**src/rtl/isc_pkg.sv**
```systemverilog
package isc_pkg;
  typedef enum logic [2:0] {
    CMD_NOP      = 3'd0,
    CMD_CLR_BOTH = 3'd1,
    CMD_SET_SRV  = 3'd2,
    CMD_CLR_SRV  = 3'd3,
    CMD_SET_PEND = 3'd4,
    CMD_CLR_PEND = 3'd5,
    CMD_SET_EN   = 3'd6,
    CMD_CLR_EN   = 3'd7
  } isc_cmd_e;

  typedef struct packed {
    logic srv;
    logic en;
    logic pend;
    logic err;
  } isc_flags_t;

  localparam int unsigned FLAGS_W = $bits(isc_flags_t);
endpackage

```
**src/rtl/isc_master_ctrl.sv**
```systemverilog
module isc_master_ctrl #(
  parameter int unsigned BYTE_W = 8
) (
  input  logic              clk,
  input  logic              rst,
  input  logic              wr,
  input  logic [BYTE_W-1:0] wdata,
  output logic              mie_n,
  output logic              dlc_n,
  output logic              hold_n,
  output logic              hold_q,
  output logic [BYTE_W-1:0] rd_o
);
  localparam int unsigned MIE_B = BYTE_W - 1;
  localparam int unsigned DLC_B = BYTE_W - 2;
  localparam int unsigned NV_B  = BYTE_W - 3;

  logic mie_q, dlc_q, nv_q;

  assign mie_n  = wr ? wdata[MIE_B] : mie_q;
  assign dlc_n  = wr ? wdata[DLC_B] : dlc_q;
  assign hold_n = wr ? wdata[0]     : hold_q;

  always_ff @(posedge clk) begin
    if (rst) begin
      mie_q  <= 1'b0;
      dlc_q  <= 1'b0;
      nv_q   <= 1'b0;
      hold_q <= 1'b0;
    end else if (wr) begin
      mie_q  <= wdata[MIE_B];
      dlc_q  <= wdata[DLC_B];
      nv_q   <= wdata[NV_B];
      hold_q <= wdata[0];
    end
  end

  always_comb begin
    rd_o        = '0;
    rd_o[MIE_B] = mie_q;
    rd_o[DLC_B] = dlc_q;
    rd_o[NV_B]  = nv_q;
    rd_o[0]     = hold_q;
  end


  mst_write_chk: assert property (@(posedge clk) disable iff (rst)
    wr |=> (rd_o == {$past(wdata[BYTE_W-1:NV_B]), {(NV_B-1){1'b0}}, $past(wdata[0])}));
endmodule

```
**src/rtl/isc_flag_core.sv**
```systemverilog
module isc_flag_core
  import isc_pkg::*;
#(
  parameter int unsigned BYTE_W  = 8,
  parameter int unsigned CMD_LSB = 5
) (
  input  logic              clk,
  input  logic              rst,
  input  logic              hold_n,
  input  logic              cmd_wr,
  input  logic [BYTE_W-1:0] cmd_data,
  input  logic              evt,
  output isc_flags_t        flags_n,
  output isc_flags_t        flags_q
);
  localparam int unsigned CMD_W = BYTE_W - CMD_LSB;

  isc_cmd_e code;
  logic     clr_pend_cmd;

  assign code         = isc_cmd_e'(cmd_data[CMD_LSB +: CMD_W]);
  assign clr_pend_cmd = cmd_wr && (code == CMD_CLR_BOTH || code == CMD_CLR_PEND);

  always_comb begin
    flags_n = flags_q;
    if (cmd_wr) begin
      unique case (code)
        CMD_CLR_BOTH: begin flags_n.pend = 1'b0; flags_n.srv = 1'b0; flags_n.err = 1'b0; end
        CMD_SET_SRV:  flags_n.srv  = 1'b1;
        CMD_CLR_SRV:  flags_n.srv  = 1'b0;
        CMD_SET_PEND: flags_n.pend = 1'b1;
        CMD_CLR_PEND: begin flags_n.pend = 1'b0; flags_n.err = 1'b0; end
        CMD_SET_EN:   flags_n.en   = 1'b1;
        CMD_CLR_EN:   flags_n.en   = 1'b0;
        default:      ;
      endcase
    end
    if (evt) begin
      if (flags_q.pend && !clr_pend_cmd) flags_n.err = 1'b1;
      flags_n.pend = 1'b1;
    end
    if (hold_n) flags_n = '0;
  end

  always_ff @(posedge clk) begin
    if (rst) flags_q <= '0;
    else     flags_q <= flags_n;
  end


  err_needs_pend_chk: assert property (@(posedge clk) disable iff (rst)
    flags_q.err |-> flags_q.pend);


  evt_sets_pend_chk: assert property (@(posedge clk) disable iff (rst)
    (evt && !hold_n) |=> flags_q.pend);


  clr_srv_chk: assert property (@(posedge clk) disable iff (rst)
    (cmd_wr && code == CMD_CLR_SRV && !hold_n) |=> !flags_q.srv);
endmodule

```
**src/rtl/isc_req_out.sv**
```systemverilog
module isc_req_out
  import isc_pkg::*;
(
  input  logic       clk,
  input  logic       rst,
  input  isc_flags_t flags_n,
  input  logic       mie_n,
  input  logic       dlc_n,
  output logic       irq_o,
  output logic       chain_en_o
);
  always_ff @(posedge clk) begin
    if (rst) begin
      irq_o      <= 1'b0;
      chain_en_o <= 1'b1;
    end else begin
      irq_o      <= mie_n && flags_n.en && flags_n.pend && !flags_n.srv;
      chain_en_o <= !(flags_n.srv || dlc_n);
    end
  end
endmodule

```
**src/rtl/isc_source_ctrl.sv**
```systemverilog
module isc_source_ctrl
  import isc_pkg::*;
#(
  parameter int unsigned BYTE_W  = 8,
  parameter int unsigned CMD_LSB = 5
) (
  input  logic              clk,
  input  logic              rst,
  input  logic              host_cmd_wr,
  input  logic [BYTE_W-1:0] host_cmd_data,
  input  logic              evt_i,
  input  logic              mst_wr,
  input  logic [BYTE_W-1:0] mst_data,
  output logic [BYTE_W-1:0] status_o,
  output logic [BYTE_W-1:0] mst_rd_o,
  output logic              irq_o,
  output logic              chain_en_o
);
  localparam int unsigned PAD_W = BYTE_W - FLAGS_W;

  logic       mie_n, dlc_n, hold_n, hold_q;
  isc_flags_t flags_n, flags_q;

  isc_master_ctrl #(.BYTE_W(BYTE_W)) u_master (
    .clk(clk), .rst(rst), .wr(mst_wr), .wdata(mst_data),
    .mie_n(mie_n), .dlc_n(dlc_n), .hold_n(hold_n), .hold_q(hold_q),
    .rd_o(mst_rd_o)
  );

  isc_flag_core #(.BYTE_W(BYTE_W), .CMD_LSB(CMD_LSB)) u_flags (
    .clk(clk), .rst(rst), .hold_n(hold_n), .cmd_wr(host_cmd_wr),
    .cmd_data(host_cmd_data), .evt(evt_i),
    .flags_n(flags_n), .flags_q(flags_q)
  );

  isc_req_out u_req (
    .clk(clk), .rst(rst), .flags_n(flags_n), .mie_n(mie_n), .dlc_n(dlc_n),
    .irq_o(irq_o), .chain_en_o(chain_en_o)
  );

  assign status_o = {flags_q, {PAD_W{1'b0}}};


  irq_gate_chk: assert property (@(posedge clk) disable iff (rst)
    irq_o |-> (status_o[BYTE_W-2] && status_o[BYTE_W-3] && !status_o[BYTE_W-1]
               && mst_rd_o[BYTE_W-1]));


  chain_block_chk: assert property (@(posedge clk) disable iff (rst)
    (status_o[BYTE_W-1] || mst_rd_o[BYTE_W-2]) |-> !chain_en_o);


  hold_clear_chk: assert property (@(posedge clk) disable iff (rst)
    hold_q |-> (status_o == '0 && !irq_o));
endmodule

```
**config.mk**
```make
export PLATFORM = sky130hd
export DESIGN_NAME = isc_source_ctrl
export DESIGN_NICKNAME = d
export VERILOG_FILES = /design/src/rtl/isc_pkg.sv /design/src/rtl/isc_master_ctrl.sv /design/src/rtl/isc_flag_core.sv /design/src/rtl/isc_req_out.sv /design/src/rtl/isc_source_ctrl.sv
export SDC_FILE = /design/constraint.sdc
export NUM_CORES = 1
export LEC_CHECK = 0
export CORE_MARGIN = 10
export CORE_UTILIZATION = 28
export DETAILED_ROUTE_END_ITERATION = 10
export PLACE_DENSITY = 0.84
export SLEW_MARGIN = 20
export SYNTH_ARGS = -nofsm -noshare
export SYNTH_HDL_FRONTEND = slang
export SYNTH_SLANG_ARGS = --single-unit
```
**constraint.sdc**
```tcl
create_clock -name clk -period 1.15 [get_ports clk]
set_clock_uncertainty 0.15 [all_clocks]
set_input_delay 0.2875 -clock clk [delete_from_list [all_inputs] [get_ports clk]]
set_output_delay 0.2875 -clock clk [all_outputs]
set_load 0.1 [all_outputs]
```
Word level (Yosys, flattened, before mapping)
Cells that the tools add are included.
{"block": "totals", "reg_bits": 10, "input_bits": 21, "out_inout_bits": 18, "wordCells": 41}
{"block": "op_classes", "eq_ne": 7, "mux": 11, "reduce_logical": 13}
{"op": "$eq 3x3->1 const B", "n": 4}
{"op": "$mux 4", "n": 2}
{"op": "$eq 3x2->1 const B", "n": 2}
{"op": "$pmux 1 s2", "n": 3}
{"op": "$reduce_or 2->1", "n": 3}
{"op": "$logic_and 1x1->1", "n": 5}
{"op": "$mux 1", "n": 5}
{"op": "$eq 3x1->1 const B", "n": 1}
{"op": "$logic_not 1->1", "n": 3}
{"op": "$logic_or 1x1->1", "n": 2}
{"op": "$mux 2", "n": 1}

Logic depth before layout (Yosys ltp)
Gate-level depths: netlist (run 1).
{"block": "depth", "depth_word": 11, "depth_mapped": 4, "ltp_nobuf": 3}

By module
A second synthesis (run 1) with hierarchy kept.
{"block": "unflattened", "cells_unflattened": 57, "area_unflattened_um2": 595.6}
{"module": "isc_flag_core", "n_inst": 1, "cells_each": 26, "area_per_inst_um2": 270.3, "seq_area_each_um2": 80.1}
{"module": "isc_master_ctrl", "n_inst": 1, "cells_each": 21, "area_per_inst_um2": 231.5, "seq_area_each_um2": 80.1}
{"module": "isc_req_out", "n_inst": 1, "cells_each": 5, "area_per_inst_um2": 60.1, "seq_area_each_um2": 40.0}
{"module": "isc_source_ctrl", "n_inst": 1, "cells_each": 5, "area_per_inst_um2": 33.8, "seq_area_each_um2": 0.0}

Worst setup path before layout (run 1)
No wires, ideal clock.
{"block": "synth_path", "path_type": "reg2reg", "start": "reg u_flags.flags_q[1] (netlist name)", "end": "reg u_req.irq_o", "setup_time_ns": 0.087, "t_arrival_ns": 1.478, "required_ns": 0.913, "path_slack_ns": -0.566, "path_stages_with_launch": 4, "synth_period_minus_slack_ns": 1.716, "path_cell_list": "dfxtp_1 > or2_2 > o32ai_1 > nor4b_2"}
{"block": "synth_between", "elab_chain_len": 6}
{"element": "$pmux 1 s2", "line_no": "isc_flag_core.sv:27", "text": "unique case (code)"}
{"element": "$mux 4 (*)", "line_no": "isc_flag_core.sv:26", "text": "if (cmd_wr) begin"}
{"element": "$mux 2 (*)", "line_no": "isc_flag_core.sv:38", "text": "if (evt) begin"}
{"element": "$mux 4 (*)", "line_no": "isc_flag_core.sv:42", "text": "if (hold_n) flags_n = '0;"}
{"element": "$logic_and 1x1->1 (*) (2 in a row)", "line_no": "isc_req_out.sv:17", "text": "irq_o <= mie_n && flags_n.en && flags_n.pend && !flags_n.srv;"}
{"element": "to (signal assigned)", "line_no": "isc_req_out.sv:17"}
{"element": "to (decl)", "line_no": "isc_req_out.sv:9", "text": "output logic irq_o,"}
Every way passes the cells marked *; elsewhere a longest branch is shown, timed or not.
A chain may end at the register's enable or synchronous reset.

Worst setup path in the final report (run 1)
{"block": "layout_path", "start": "reg u_master.hold_q", "end": "out mst_rd_o[0]"}
{"element": "from (decl)", "line_no": "isc_master_ctrl.sv:11", "text": "output logic hold_q,"}
{"element": "from (signal assigned)", "line_no": "isc_master_ctrl.sv:34", "text": "hold_q <= wdata[0];"}
{"element": "to (decl)", "line_no": "isc_source_ctrl.sv:15", "text": "output logic [BYTE_W-1:0] mst_rd_o,"}
No word-level cell between the ends.

==> metrics, run 1 <==
maximum number of pins on one net before global-route repair 7; WP data required 710 ps; Post-DP Area 863.3 µm²; syn_area_per_cell 9.490 µm²; initial core utilization 0.2945; area leader, netlist dfxtp_1; Synth top area share 0.3980; synth-to-layout area growth 95.27%; routability cong. 0.7545; Synth Flop Type dfxtp_1; CP Capture Type primary output; setup tns final -1129 ps; crit path kind reg2out; # IOs 39; H-tree levels 1; CTS Hold Buffers Added 0; most instantiated library cell after synthesis buf_4; Routed WL per cell 13.56 µm; CP arrival 870 ps; Final min period 1305 ps; period utilization 1.135; Final WS setup -155.2 ps; hpwl dp 1172 µm; clk_lat worst skew 260 ps; Vias 462; worst vdd ir 0.5101 mV; startpoint types flip-flop; Power Dens Cells 1141 nW/µm²; Die Wd 62.39 µm; Post-Route WL 1492 µm; share of cells above drive strength 1 0.5765; leak pwr 0.4271 nW; grt total ovfl 0; Setup Viol. Count Final 16; Max-Cap Viols 0; RSZ-0062 raised after global routing true; Std-Cell Rows 15; nets 107; via/cell ratio 4.200; core area 1708 µm²; Final ANT Viol Nets 0; area of the die 3892 µm²; Synth Instances 53; Pre-Repair DR Iteration Count 4; EDFF count, synth 0; Die Span Y 62.39 µm; CP Max Fanout 2; Final Hold Viols 0; Buffers on Ports 21; diode count 0; Slew Limit Fails 0; largest cells by area after synthesis dfxtp_1 (40%), buf_4 (18%), mux2i_1 (6.0%), nor2_1 (6.0%), o22a_1 (3.5%); Unique masters post-synth 23; worst-case clock buffer depth 2; DR iter-0 viols 8; asr flop ratio synth 0; CTS tree done; pre-CTS setup slack -628.9 ps; antenna violations before repair 0; clk sink count 10; status finished with violations; gr usage total 0.07514; Cell Area, Synth 503.0 µm²; post-route cell area 982.2 µm²; total CTS buffers 3; filler cell count 150; Seq cells post-synth 10; post-synthesis sequential area ratio 0.3980; top cells by count, synth buf_4 (12), dfxtp_1 (10), nor2_1 (8); Root Buffer Master clkbuf_4; vias in the first global route 510; # DRC 0; Ys Warns 0; Final Util 0.5751; Fin Hold WS 350.2 ps; Clock transition at path regs 60 ps; Min-Delay Path Class in2reg; first-pass GRT wire length 2442 µm; Fmax 766.2 MHz; failing checks setup timing
-- worst max-delay path: stages (launching register included) --
cell and delay [ps]:
dfxtp_2 350, buf_6 100, buf_12 160
-- sequential cells by signal, indices dropped and copies added, names as in the netlist --
| name | count |
|---|---|
| u_req.irq_o | 1 |
| u_master.mie_q | 1 |
| u_master.nv_q | 1 |
| u_req.chain_en_o | 1 |
| u_master.hold_q | 1 |
| u_master.dlc_q | 1 |
| u_flags.flags_q | 4 |
-- layout by cell type (no fill, tap or decap), drive strengths merged --
cell	instances
buf	24
dfxtp	10
conb	8
nor2	8
dlygate4sd2	7
clkdlybuf4s50	4
mux2i	4
clkbuf	4
o22a	2
and3b	2
nand2	1
o22ai	1
nand2b	1
or2	1
o32ai	1
a31o	1
nand4	1
nand3	1
nor3b	1
nor4b	1
a21oi	1
nor3	1
-- metrics by stage --
| stage | cells | total power, mW |
|---|---|---|
| after global placement | 99 | 0.8436 |
| after CTS | 108 | 1.110 |
| after floorplan | 60 | 0.7250 |
| after global routing | 110 | 1.159 |
| final | 110 | 1.121 |
| after detailed placement | 99 | 0.8495 |
-- power breakdown --
| part | leakage, nW | switching (mW) | internal (mW) |
|---|---|---|---|
| logic | 0.326 | 0.323 | 0.170 |
| registers | 0.0863 | 0.0177 | 0.364 |
| clock network | 0.0150 | 0.113 | 0.134 |
| total | 0.427 | 0.453 | 0.668 |
-- kinds of logic after synthesis --
family	after synthesis	synth area share
flops	10	0.3980
simple gates	18	0.2065
buf+inv	14	0.2090
compound gates	6	0.09205
other cells	1	0.007456
mux	4	0.08706
-- cell type report --
| cell class | instances | area [µm²] | area share |
|---|---|---|---|
| tap | 25 | 31.28 | 0.03185 |
| multi-input combinational | 36 | 286.5 | 0.2917 |
| clock buffer | 4 | 26.28 | 0.02675 |
| timing repair buffer | 35 | 417.9 | 0.4255 |
| sequential | 10 | 220.2 | 0.2242 |
-- timing repair --
item                                    in CTS  in global routing
setup buffers                                5                  2
resized for setup                           15                  6
pin swaps                                    6                  3
endpoints found under the setup margin      20                 16
-- per-layer routing --
metal	vias to the layer above	share of wire	global-route usage
met2	20	0.50	0.1359
met5	-	0	0
met3	2	0.050	0.02867
met1	215	0.44	0.07700
met4	0	0.0067	0.02514
li1	225	-	-
-- worst paths after layout --
check	slack, ps	depth (start not counted)	from	endpoint
setup / recovery	-160	2	u_master.hold_q	mst_rd_o[0]
hold / removal	350	3	mst_data[0]	u_master.hold_q
setup reg to reg	-120	5	u_master.hold_q	u_req.chain_en_o
hold reg to reg	390	2	u_master.nv_q	u_master.nv_q
No activity file was read; power rests on OpenSTA's default activity.
==> run 2, diff against run 1 <==
Settings changed: CELL_PAD_IN_SITES_DETAIL_PLACEMENT set to 2, CELL_PAD_IN_SITES_GLOBAL_PLACEMENT set to 2, CORE_UTILIZATION 28 to 15, PLACE_DENSITY 0.84 to 0.86.
Clock period 1.15 ns to 1.08 ns, I/O delays scaled along.
==> run 2 against run 1 <==
The run still ends with setup timing left. Register-to-register slack got worse by 30 ps. Critical path depth unchanged. Utilization decreased by 25 points. Combinational power increased by 7.5%. Count of clock-buffer cells in the layout unchanged. Critical path type unchanged. Via count increased by 2.8%. Largest cell class unchanged. Clock power increased by 42%. Setup slack got worse by 92 ps. Cell count increased by 16%. First-iteration DRC count increased by 13%. Final area increased by 3.9%.
==> metrics, run 2 (same netlist as run 1, synthesis figures left out) <==
# IOs 39 (unchanged); RR Endpoint u_req.irq_o (was u_req.chain_en_o); Final Hold Viols 0 (unchanged); Post-DP Area 892.1 µm² (was 863.3 µm²); status finished with violations (unchanged); Max-Cap Viols 0 (unchanged); synth-to-layout area growth 103.0% (was 95.27%); Root Buffer Master clkbuf_4 (unchanged); Hold EP u_master.hold_q (unchanged); grt total ovfl 0 (unchanged); Final WS setup -247.1 ps (was -155.2 ps); Post-Place Cells 118 (was 99); Vias 475 (was 462); Final min period 1327 ps; Pre-Repair DR Iteration Count 2 (was 4); leak pwr 0.4328 nW (was 0.4271 nW); WP data required 660 ps (was 710 ps); failing checks setup timing (unchanged); nets 106 (was 107); Reg2Reg Depth 3 (was 5); vias in the first global route 557 (was 510); Power Dens Cells 1262 nW/µm² (was 1141 nW/µm²); RR Startpoint u_flags.flags_q[3] (was u_master.hold_q); # DRC 0 (unchanged); gr usage total 0.06648 (was 0.07514); total CTS buffers 3 (unchanged); CP Max Fanout 2 (unchanged); share of cells above drive strength 1 0.6190 (was 0.5765); Post-Route WL 1923 µm (was 1492 µm); maximum number of pins on one net before global-route repair 7 (unchanged); clk_lat worst skew 270 ps (was 260 ps); gr busiest metal met2 (unchanged); first-pass GRT wire length 3015 µm (was 2442 µm); Die Span Y 77.91 µm (was 62.39 µm); crit path launch u_master.hold_q (unchanged); CP arrival 910 ps (was 870 ps); Final ANT Viol Nets 0 (unchanged); Global Route met1 Usage 0.06189 (was 0.07700); setup tns final -1815 ps (was -1129 ps); post-route cell area 1021 µm² (was 982.2 µm²); Final Instance Count excl. Fillers 128 (was 110); startpoint types flip-flop (unchanged); CP Capture Type primary output (unchanged); Largest register FFs 4 (unchanged); CTS tree done (unchanged); Largest Register u_flags.flags_q (unchanged); crit path kind reg2out (unchanged); period utilization 1.229; RSZ-0062 raised after global routing true (unchanged); core area 3128 µm² (was 1708 µm²); Die Wd 77.91 µm (was 62.39 µm); routability cong. 0.6782 (was 0.7545); antenna violations before repair 0 (unchanged); DR iter-0 viols 9 (was 8); CTS Hold Buffers Added 0 (unchanged); Fmax 753.5 MHz; Setup Viol. Count Final 13 (was 16); Clock transition at path regs 70 ps (was 60 ps); hpwl dp 1557 µm (was 1172 µm); worst-case clock buffer depth 2 (unchanged); Routed WL per cell 15.02 µm (was 13.56 µm); met2 Usage GRT 0.1128 (was 0.1359); filler cell count 336 (was 150); area of the die 6069 µm² (was 3892 µm²); R2R setup slack -150 ps (was -120 ps); initial core utilization 0.1608 (was 0.2945); M3 GR Usage 0.03456 (was 0.02867); Slew Limit Fails 0 (unchanged); most frequent cells in the layout buf_12 (10), buf_4 (10), conb_1 (8) (was buf_4 (11), buf_12 (10), conb_1 (8)); via/cell ratio 3.711 (was 4.200); worst vdd ir 0.3300 mV (was 0.5101 mV); Std-Cell Rows 20 (was 15); Hold Startpoint mst_wr (was mst_data[0]); diode count 0 (unchanged); H-tree levels 1 (unchanged); clk sink count 10 (unchanged); Hold Crit Depth 4 (was 3); Min-Delay Path Class in2reg (unchanged); Buffers on Ports 21 (unchanged)
## run 2: cell count changes in the layout (fill, tap and decap cells not counted), sizes merged
cell	delta
clkdlybuf4s15	+1
dlygate4sd2	-1
buf	-1
## run 2: through the flow
step	util	hold WS, ps	power (mW)	worst slack [ps]
after floorplan	-	267.2	0.7751	-162.7
after global placement	0.2852	384.9	0.9041	-632.2
after detailed placement	0.2852	399.8	0.9144	-782.6
after CTS	0.3228	384.1	1.297	-255.4
after global routing	0.3264	406.7	1.363	-294.6
final	0.3264	373.6	1.288	-247.1
## run 2: worst max-delay path by stage
| stage | end | slack [ps] | depth (start not counted) |
|---|---|---|---|
| after floorplan | u_req.irq_o | -160 | 3 |
| final | mst_rd_o[0] | -250 | 2 |
| after global placement | u_req.irq_o | -630 | 5 |
| after detailed placement | u_req.irq_o | -780 | 4 |
| after CTS | mst_rd_o[0] | -260 | 2 |
| after global routing | mst_rd_o[0] | -290 | 2 |
## run 2: layout make-up
class	instances	area, µm²	share of cell area
Timing Repair Buffer	34	412.9	0.4044
Sequential cell	10	220.2	0.2157
Multi-Input combinational cell	36	296.5	0.2904
Tap cell	44	55.05	0.05392
Clock buffer	4	36.28	0.03554
## run 2: timing repair
action                                  in CTS  in global routing
pin swaps                                    4                  4
endpoints found under the setup margin      20                 16
setup buffers                                6                  0
hold endpoints to repair                     0                  0
gates resized for setup                     21                  3
## run 2: worst max-delay path, cell delays in order, from the launching register on
cell and delay [ps]:
dfxtp_2 360, buf_6 110, buf_12 160
## run 2: routing by layer
| metal | vias up | part of all wire |
|---|---|---|
| met1 | 226 | 0.36 |
| met5 | - | 0 |
| li1 | 227 | - |
| met3 | 4 | 0.091 |
| met2 | 18 | 0.52 |
| met4 | 0 | 0.029 |
## run 2: report_power, final
part	leakage, nW	switching [mW]	internal (mW)	total (mW)
Sequential	0.0863	0.0212	0.387	0.409
Clock	0.0210	0.145	0.205	0.350
Combinational	0.325	0.350	0.180	0.530
